**config.mk**
```make
export PLATFORM = sky130hd
export DESIGN_NAME = dcq_sequencer
export DESIGN_NICKNAME = d
export VERILOG_FILES = /design/src/rtl/dcq_pkg.sv /design/src/rtl/dcq_queue.sv /design/src/rtl/dcq_issue.sv /design/src/rtl/dcq_event.sv /design/src/rtl/dcq_sequencer.sv
export SDC_FILE = /design/constraint.sdc
export NUM_CORES = 1
export LEC_CHECK = 0
export ABC_CLOCK_PERIOD_IN_PS = 2300
export CAP_MARGIN = 20
export CORE_MARGIN = 2
export CORE_UTILIZATION = 52
export DETAILED_ROUTE_END_ITERATION = 8
export GPL_ROUTABILITY_DRIVEN = 1
export PLACE_DENSITY = 0.81
export RECOVER_POWER = 25
export SLEW_MARGIN = 20
export SYNTH_ARGS = -nofsm -noshare
export SYNTH_HDL_FRONTEND = slang
export SYNTH_SLANG_ARGS = --single-unit
```
**constraint.sdc**
```tcl
create_clock -name clk -period 2.3 [get_ports clk]
set_input_delay 0.69 -clock clk [delete_from_list [all_inputs] [get_ports clk]]
set_output_delay 0.69 -clock clk [all_outputs]
set_load 0.01 [all_outputs]
```
**src/rtl/dcq_pkg.sv**
```systemverilog
package dcq_pkg;
  parameter int unsigned DCQ_LBA_W = 32;

  typedef struct packed {
    logic [DCQ_LBA_W-1:0] lba;
    logic                 write;
    logic                 notify;
  } dcq_desc_t;
endpackage

```
**src/rtl/dcq_queue.sv**
```systemverilog
// Slot storage plus three pointers: push, next-to-issue, oldest-held.
module dcq_queue
  import dcq_pkg::*;
#(
  parameter int unsigned DEPTH = 8
) (
  input  logic                       clk,
  input  logic                       rst_n,
  input  logic                       push,
  input  dcq_desc_t                  push_d,
  input  logic                       issue,
  input  logic                       retire,
  output logic                       full,
  output logic                       pending,
  output logic [$clog2(DEPTH)-1:0]   wr_tag,
  output dcq_desc_t                  iss_d,
  output logic [$clog2(DEPTH)-1:0]   iss_tag,
  output logic                       ret_notify,
  output logic [$clog2(DEPTH)-1:0]   ret_tag
);
  localparam int unsigned TAG_W = $clog2(DEPTH);
  localparam int unsigned PTR_W = TAG_W + 1;

  logic [PTR_W-1:0] wr_q, wr_d, iss_q, iss_d_ptr, ret_q, ret_d;
  dcq_desc_t        slots [DEPTH];

  for (genvar g = 0; g < DEPTH; g++) begin : g_slot
    dcq_desc_t slot_q;
    logic      slot_en;
    assign slot_en = push && (wr_q[TAG_W-1:0] == TAG_W'(g));
    always_ff @(posedge clk) begin
      if (slot_en) slot_q <= push_d;
    end
    assign slots[g] = slot_q;
  end

  always_comb begin
    wr_d      = wr_q;
    iss_d_ptr = iss_q;
    ret_d     = ret_q;
    if (push)   wr_d      = wr_q + PTR_W'(1);
    if (issue)  iss_d_ptr = iss_q + PTR_W'(1);
    if (retire) ret_d     = ret_q + PTR_W'(1);
  end

  always_ff @(posedge clk or negedge rst_n) begin
    if (!rst_n) begin
      wr_q  <= '0;
      iss_q <= '0;
      ret_q <= '0;
    end else begin
      wr_q  <= wr_d;
      iss_q <= iss_d_ptr;
      ret_q <= ret_d;
    end
  end

  assign full       = (wr_q[TAG_W-1:0] == ret_q[TAG_W-1:0]) && (wr_q[TAG_W] != ret_q[TAG_W]);
  assign pending    = (iss_q != wr_q);
  assign wr_tag     = wr_q[TAG_W-1:0];
  assign iss_tag    = iss_q[TAG_W-1:0];
  assign iss_d      = slots[iss_q[TAG_W-1:0]];
  assign ret_tag    = ret_q[TAG_W-1:0];
  assign ret_notify = slots[ret_q[TAG_W-1:0]].notify;
endmodule

```
**src/rtl/dcq_issue.sv**
```systemverilog
// Device handshake: one outstanding operation, completion and stray-pulse detection.
module dcq_issue (
  input  logic clk,
  input  logic rst_n,
  input  logic pending,
  input  logic dev_ready,
  input  logic dev_done,
  output logic cmd_valid,
  output logic issue,
  output logic retire,
  output logic err
);
  logic busy_q, busy_d, err_q, err_d;

  assign cmd_valid = !busy_q && pending;
  assign issue     = cmd_valid && dev_ready;
  assign retire    = dev_done && busy_q;

  always_comb begin
    busy_d = busy_q;
    if (issue)       busy_d = 1'b1;
    else if (retire) busy_d = 1'b0;
    err_d = err_q | (dev_done && !busy_q);
  end

  always_ff @(posedge clk or negedge rst_n) begin
    if (!rst_n) begin
      busy_q <= 1'b0;
      err_q  <= 1'b0;
    end else begin
      busy_q <= busy_d;
      err_q  <= err_d;
    end
  end

  assign err = err_q;
endmodule

```
**src/rtl/dcq_event.sv**
```systemverilog
// One-cycle completion event for entries that carried the notify mark.
module dcq_event #(
  parameter int unsigned TAG_W = 3
) (
  input  logic             clk,
  input  logic             rst_n,
  input  logic             retire,
  input  logic             notify,
  input  logic [TAG_W-1:0] tag,
  output logic             evt_valid,
  output logic [TAG_W-1:0] evt_tag
);
  logic             v_q, v_d;
  logic [TAG_W-1:0] t_q, t_d;

  always_comb begin
    v_d = retire && notify;
    t_d = t_q;
    if (retire) t_d = tag;
  end

  always_ff @(posedge clk or negedge rst_n) begin
    if (!rst_n) begin
      v_q <= 1'b0;
      t_q <= '0;
    end else begin
      v_q <= v_d;
      t_q <= t_d;
    end
  end

  assign evt_valid = v_q;
  assign evt_tag   = t_q;
endmodule

```
**src/rtl/dcq_sequencer.sv**
```systemverilog
module dcq_sequencer
  import dcq_pkg::*;
#(
  parameter int unsigned DEPTH = 8,
  parameter int unsigned LBA_W = DCQ_LBA_W,
  localparam int unsigned TAG_W = $clog2(DEPTH)
) (
  input  logic             clk,
  input  logic             rst_n,
  input  logic             enq_valid,
  output logic             enq_ready,
  input  logic [LBA_W-1:0] enq_lba,
  input  logic             enq_write,
  input  logic             enq_notify,
  output logic [TAG_W-1:0] enq_tag,
  output logic             dev_cmd_valid,
  input  logic             dev_cmd_ready,
  output logic [LBA_W-1:0] dev_cmd_lba,
  output logic             dev_cmd_write,
  output logic [TAG_W-1:0] dev_cmd_tag,
  input  logic             dev_done,
  output logic             evt_valid,
  output logic [TAG_W-1:0] evt_tag,
  output logic             err_spurious
);
  logic       full, pending, push, issue, retire, ret_notify;
  logic [TAG_W-1:0] ret_tag;
  dcq_desc_t  push_d, iss_d;

  assign push_d.lba    = DCQ_LBA_W'(enq_lba);
  assign push_d.write  = enq_write;
  assign push_d.notify = enq_notify;
  assign enq_ready     = !full;
  assign push          = enq_valid && !full;

  dcq_queue #(.DEPTH(DEPTH)) u_queue (
    .clk(clk), .rst_n(rst_n), .push(push), .push_d(push_d),
    .issue(issue), .retire(retire), .full(full), .pending(pending),
    .wr_tag(enq_tag), .iss_d(iss_d), .iss_tag(dev_cmd_tag),
    .ret_notify(ret_notify), .ret_tag(ret_tag)
  );

  dcq_issue u_issue (
    .clk(clk), .rst_n(rst_n), .pending(pending), .dev_ready(dev_cmd_ready),
    .dev_done(dev_done), .cmd_valid(dev_cmd_valid), .issue(issue),
    .retire(retire), .err(err_spurious)
  );

  dcq_event #(.TAG_W(TAG_W)) u_event (
    .clk(clk), .rst_n(rst_n), .retire(retire), .notify(ret_notify),
    .tag(ret_tag), .evt_valid(evt_valid), .evt_tag(evt_tag)
  );

  assign dev_cmd_lba   = LBA_W'(iss_d.lba);
  assign dev_cmd_write = iss_d.write;
endmodule

```
After elaboration in Yosys (flattened, before gate mapping)
Index checks and enable logic that the tools add are counted.
{"block": "op_classes", "addsub": 3, "n_mul": 0, "div_mod_pow": 0, "order_cmp": 2, "eq_ne": 10, "shift": 0, "mux": 8, "n_bitwise": 3, "reduce_logical": 19}
{"cell": "34-bit binary-select mux with 3-bit select", "n": 2}
{"cell": "34-bit two-way mux", "n": 2}
{"cell": "1-bit logical AND", "n": 15}
{"cell": "4-bit by 1-bit adder with 4-bit output, second input constant", "n": 3}
{"cell": "3-bit == test, second input constant", "n": 4}
{"cell": "4-bit greater-or-equal comparator, second input constant", "n": 2}
{"cell": "3-bit NOT with 4-bit output", "n": 2}
{"cell": "3-bit by 2-bit == test with 1-bit output, second input constant", "n": 2}
{"cell": "1-bit two-way mux", "n": 4}
{"cell": "4-bit != test", "n": 1}
{"cell": "3-bit by 1-bit == test with 1-bit output, second input constant", "n": 1}
{"cell": "3-bit == test", "n": 1}
{"cell": "3-bit logical NOT", "n": 1}
{"cell": "1-bit logical NOT", "n": 2}
{"cell": "2-bit nonzero test", "n": 1}
{"cell": "1-bit != test", "n": 1}
{"cell": "1-bit OR", "n": 1}
{"block": "totals", "regBits": 290, "latch_bits": 0, "ram_bits": 0, "mem_bits_ro": 0, "inputBits": 39, "output_inout_bits": 46, "wordCells": 76, "mem_count": 0}

Depth between registers and ports, before layout
Gate-level depths: netlist of run 1.
{"block": "logic_depth", "ltp_word": 5, "mapped_depth": 6, "depth_no_buf": 4}

Modules after synthesis
Synthesis of run 1 repeated with hierarchy kept, for this count alone.
{"block": "hier_totals", "hier_cells": 489, "area_unflattened_um2": 11543.6}
{"module": "dcq_queue", "instances": 1, "cells_per_inst": 471, "area_each_um2": 11300.8, "seq_area_each_um2": 8468.1}
{"module": "dcq_event", "instances": 1, "cells_per_inst": 8, "area_each_um2": 141.4, "seq_area_each_um2": 100.1}
{"module": "dcq_issue", "instances": 1, "cells_per_inst": 8, "area_each_um2": 91.3, "seq_area_each_um2": 50.0}
{"module": "dcq_sequencer", "instances": 1, "cells_per_inst": 2, "area_each_um2": 10.0, "seq_area_each_um2": 0.0}

Least setup slack after synthesis of run 1
No wires, ideal clock.
{"block": "synth_timing", "path_type": "in2reg", "startpoint": "input port enq_valid", "endpoint": "register u_queue.g_slot[0].slot_q[0] in the netlist's numbering, enable pin", "setup_ps": 394, "arrival_ps": 1983, "required_time_ps": 1906, "setup_slack_ps": -77, "path_stages": 4, "path_buffers": 0, "cell_sequence": "inv_1 -> a41o_1 -> nor2_1 -> and2_1"}
{"block": "synth_between", "elab_chain_len": 2}
{"item": "start, declared", "line": "dcq_sequencer.sv:10", "text": "input logic enq_valid,"}
{"item": "1-bit logical AND", "line": "dcq_sequencer.sv:34", "text": "assign push = enq_valid && !full;"}
{"item": "1-bit logical AND", "line": "dcq_queue.sv:30", "text": "assign slot_en = push && (wr_q[TAG_W-1:0] == TAG_W'(g));"}
{"item": "net u_queue.g_slot[0].slot_en", "line": "dcq_queue.sv:29", "text": "logic slot_en;"}
{"item": "end signal, assigned", "line": "dcq_queue.sv:32", "text": "if (slot_en) slot_q <= push_d;"}
{"item": "end, declared", "line": "dcq_queue.sv:28", "text": "dcq_desc_t slot_q;"}
The timed path passes the listed nets, and every way through them passes these cells.
A chain may end at the register's enable or synchronous reset.

Final worst setup path of run 1
{"block": "layout_timing", "startpoint": "register u_queue.iss_q[0]", "endpoint": "output port dev_cmd_lba[2]"}
{"block": "layout_between", "elab_chain_len": 4}
{"item": "start, declared", "line": "dcq_queue.sv:24", "text": "logic [PTR_W-1:0] wr_q, wr_d, iss_q, iss_d_ptr, ret_q, ret_d;"}
{"item": "start signal, assigned", "line": "dcq_queue.sv:53", "text": "iss_q <= iss_d_ptr;"}
{"item": "3-bit NOT with 4-bit output (not written as such)", "line": "dcq_queue.sv:62", "text": "assign iss_d = slots[iss_q[TAG_W-1:0]];"}
{"item": "34-bit binary-select mux with 3-bit select", "line": "dcq_queue.sv:62"}
{"item": "34-bit two-way mux (not written as such) (2 in series)", "line": "dcq_queue.sv:62"}
{"item": "end, declared", "line": "dcq_sequencer.sv:18", "text": "output logic [LBA_W-1:0] dev_cmd_lba,"}
No other way between the ends. The select of a mux whose other input is x is not followed.

==> out/metrics.yaml, run 1 <==
status: "complete, but fails checks"
violations: "setup timing"
start_util_pct: 52.46
num_rows: 54
cts.hold.buffers_added: 0
r2r_setup_slack_ps: 60
synthCells: 485
cts.sinks: 290
fin_cells: 944
postRouteWirelength_um: 23790
grt_pass1_wl_um: 35110
syn_to_final_growth_pct: 26.60
ios: 85
synth_enable_flop_cells: 272
path_class: "reg -> out"
crit_path_start: "u_queue.iss_q[0]"
placed_cells: 866
power.density_nw_per_um2: 1369
path_max_fanout: 7
cp.required_ps: 1610
syn_nets: 532
viasPerCell: 5.725
htree_levels: 1
grt_max_degree: 30
drt-pass1-iter-count: 4
antenna_cells: 0
ant_nets: 0
power_switching_mw: 5.697
finClkSkew_ps: 18.37
min_period_ps: 3013
synth_area_leaders: "edfxtp_1, mux4_2, dfrtp_1"
p_clk_share_pct: 23.1
dieArea_um2: 23010
drv_cap: 0
ys_ff_latch: 290
internal_power_mw: 13.96
grt.overflow.total: 0
avgSynthCellArea_um2: 23.39
cts_buffers: 29
whs_ps: 470.3
antenna_found_initial: 0
numPortBuffers: 84
p_sw_share_pct: 28.98
power.leakage_nw: 4.982
endpoint_kind: "primary output"
hold_path_class: "reg -> reg"
wl_per_cell_um: 25.21
core-area_um2: 21620
ys_types: 33
worst_slack_ps: -712.6
report.final.hold_viol_count: 0
cts_buffer_depth: 3
clock_latency_ps: 540
worstReg2RegStart: "u_queue.iss_q[0]"
yosys.area.top_type_share_pct: 72.01
yosys-top-cells-count: "edfxtp_1, mux4_2, mux2_2"
synthFlopType: "edfxtp_1"
yosysSeqAreaShare_pct: 75.98
drive_gt1_share_pct: 40.66
setup_viol_count_final: 34
root_buffer: "clkbuf_16"
post-route-drc-count: 0
dp_hpwl_um: 13040
cts_tree: "done"
clk_pin_slew_worst_paths_ps: 60
fmax_mhz: 331.9
grt_pass1_vias: 5711
hold_start: "u_issue.err"
rsz0062_at_grt: "yes"
die_h_um: 151.7
synthMostInstantiatedCell: "edfxtp_1"
drt_iter0_markers: 439
die_x_um: 151.7
final_max_slew_viol_count: 0
combinationalPowerShare_pct: 40.7
num_vias: 5404
worstMarginPinSlew_ps: 960.8
place_congestion: 0.7821
relSlewSlack_pct: 35.95
seq_power_share_pct: 36.2
nNetsFinal: 688
ir_drop_uv: 847.8
netlist_area_um2: 11340
post-route-period-util_pct: 131.0
synth_top_area_cell: "edfxtp_1"
track_usage_pct: 21.04
worst_ep_arrival_time_ps: 2320
async_flop_share_pct: 6.207
startpoint_type: "flop"
yosys_warnings: 0
## layout by cell type, fill, tap and decap left out, types with 2 or more instances in the layout
cell and n:
clkbuf_1 3, clkdlybuf4s50_1 24, buf_16 5, dlygate4sd3_1 20, dfrtp_2 2, mux2_4 30
bufinv_16 3, inv_6 2, inv_1 6, buf_4 28, and3_2 2, buf_12 29
nand2_1 2, buf_2 8, clkinv_1 12, nor2_1 7, xor2_1 7, ha_1 8
mux2_2 7, dlygate4sd2_1 3, and2_2 6, xnor2_4 2, xor2_2 2, dfrtp_1 14
nand3_1 3, mux4_2 68, dfrtp_4 2, buf_6 33, clkinvlp_4 2, edfxtp_1 272
mux2_1 2, clkinv_2 3, clkbuf_16 29, xnor2_1 4
## power groups by stage
stage | clock network (mW) | registers, mW | logic [mW]
detailed placement | 0 | 7.18 | 6.78
finish | 4.54 | 7.12 | 8.00
global route | 4.83 | 7.18 | 8.46
floorplan | 0 | 7.05 | 4.04
global placement | 0 | 7.10 | 6.66
CTS | 4.61 | 7.09 | 7.99
## path summary, 6_finish.rpt
path / end / cells after the start
worst min-delay path: u_issue.err / 1
worst max register to register: u_queue.iss_q[1] / 6
min in group asynchronous: u_event.evt_tag[1] / 2
max in group asynchronous: u_queue.iss_q[0] / 2
worst max-delay path: dev_cmd_lba[2] / 6
worst min register to register: u_issue.err / 1
## registers in the layout, indices dropped and copies added (netlist names)
register,count
u_queue.iss_q,4
u_event.evt_valid,1
u_queue.wr_q,4
u_queue.g_slot.slot_q,272
u_queue.ret_q,4
u_event.evt_tag,3
u_issue.busy_q,1
u_issue.err,1
## stage by stage
stage / power, mW / util, % / cell area (um^2) / setup TNS (ps) / worst slack [ps]
after floorplan: 11.09 / - / 11350 / 0 / 22.84
after global placement: 13.77 / 59.94 / 12960 / -24310 / -445.3
after detailed placement: 13.96 / 59.94 / 12960 / -35900 / -463.5
after CTS: 19.69 / 66.39 / 14350 / -22810 / -724.5
after global routing: 20.46 / 66.41 / 14360 / -24160 / -774.0
final: 19.66 / 66.41 / 14360 / -22080 / -712.6
## critical path, stage by stage, from the launching register on
cell and delay, ps:
dfrtp_4 520, buf_12 150, buf_12 130, buf_16 150, mux4_2 420, mux2_4 300
buf_6 120
## layout make-up
cell class                      instances  area (um^2)
Clock buffer                           31        733.2
Clock inverter                         23        193.9
Fill cell                            1355         7262
Inverter                                6        22.52
Multi-Input combinational cell        161         2604
Sequential cell                       290         8628
Tap cell                              280        350.3
Timing Repair Buffer                  153         1827
## repair_timing
item                                    4_1_cts  5_1_grt
endpoints found under the setup margin       40       37
pin swaps                                     2        0
buffers inserted                             18        4
cloned                                        6        0
hold endpoints to repair                      0        0
resized for setup                           206       23
## layer usage
metal / up-vias / track usage [%] / wire, um
met5: - / 0 / 0
met4: 0 / 4.630 / 326
met3: 28 / 3.293 / 1447
met2: 208 / 36.78 / 12670
met1: 2847 / 28.29 / 9347
li1: 2321 / - / -
## kinds of logic (layout without fill, tap and decap cells)
group           after synthesis  after routing  synth area share (%)
xor+xnor                     16             16                 1.236
fa+ha+maj                     8              8                0.8826
buf+inv                      34            213                 2.008
mux                         108            108                 18.26
simple gates                 24             24                 1.147
compound gates                5              5                0.4854
flops                       290            290                 75.98
Power figures use the tool's default switching activity.
==> inputs of run 2 (changes only) <==
SLEW_MARGIN = unset   (was 20)
==> results of run 2 <==
The final DEF is identical to that of run 1; final timing and power are the same.
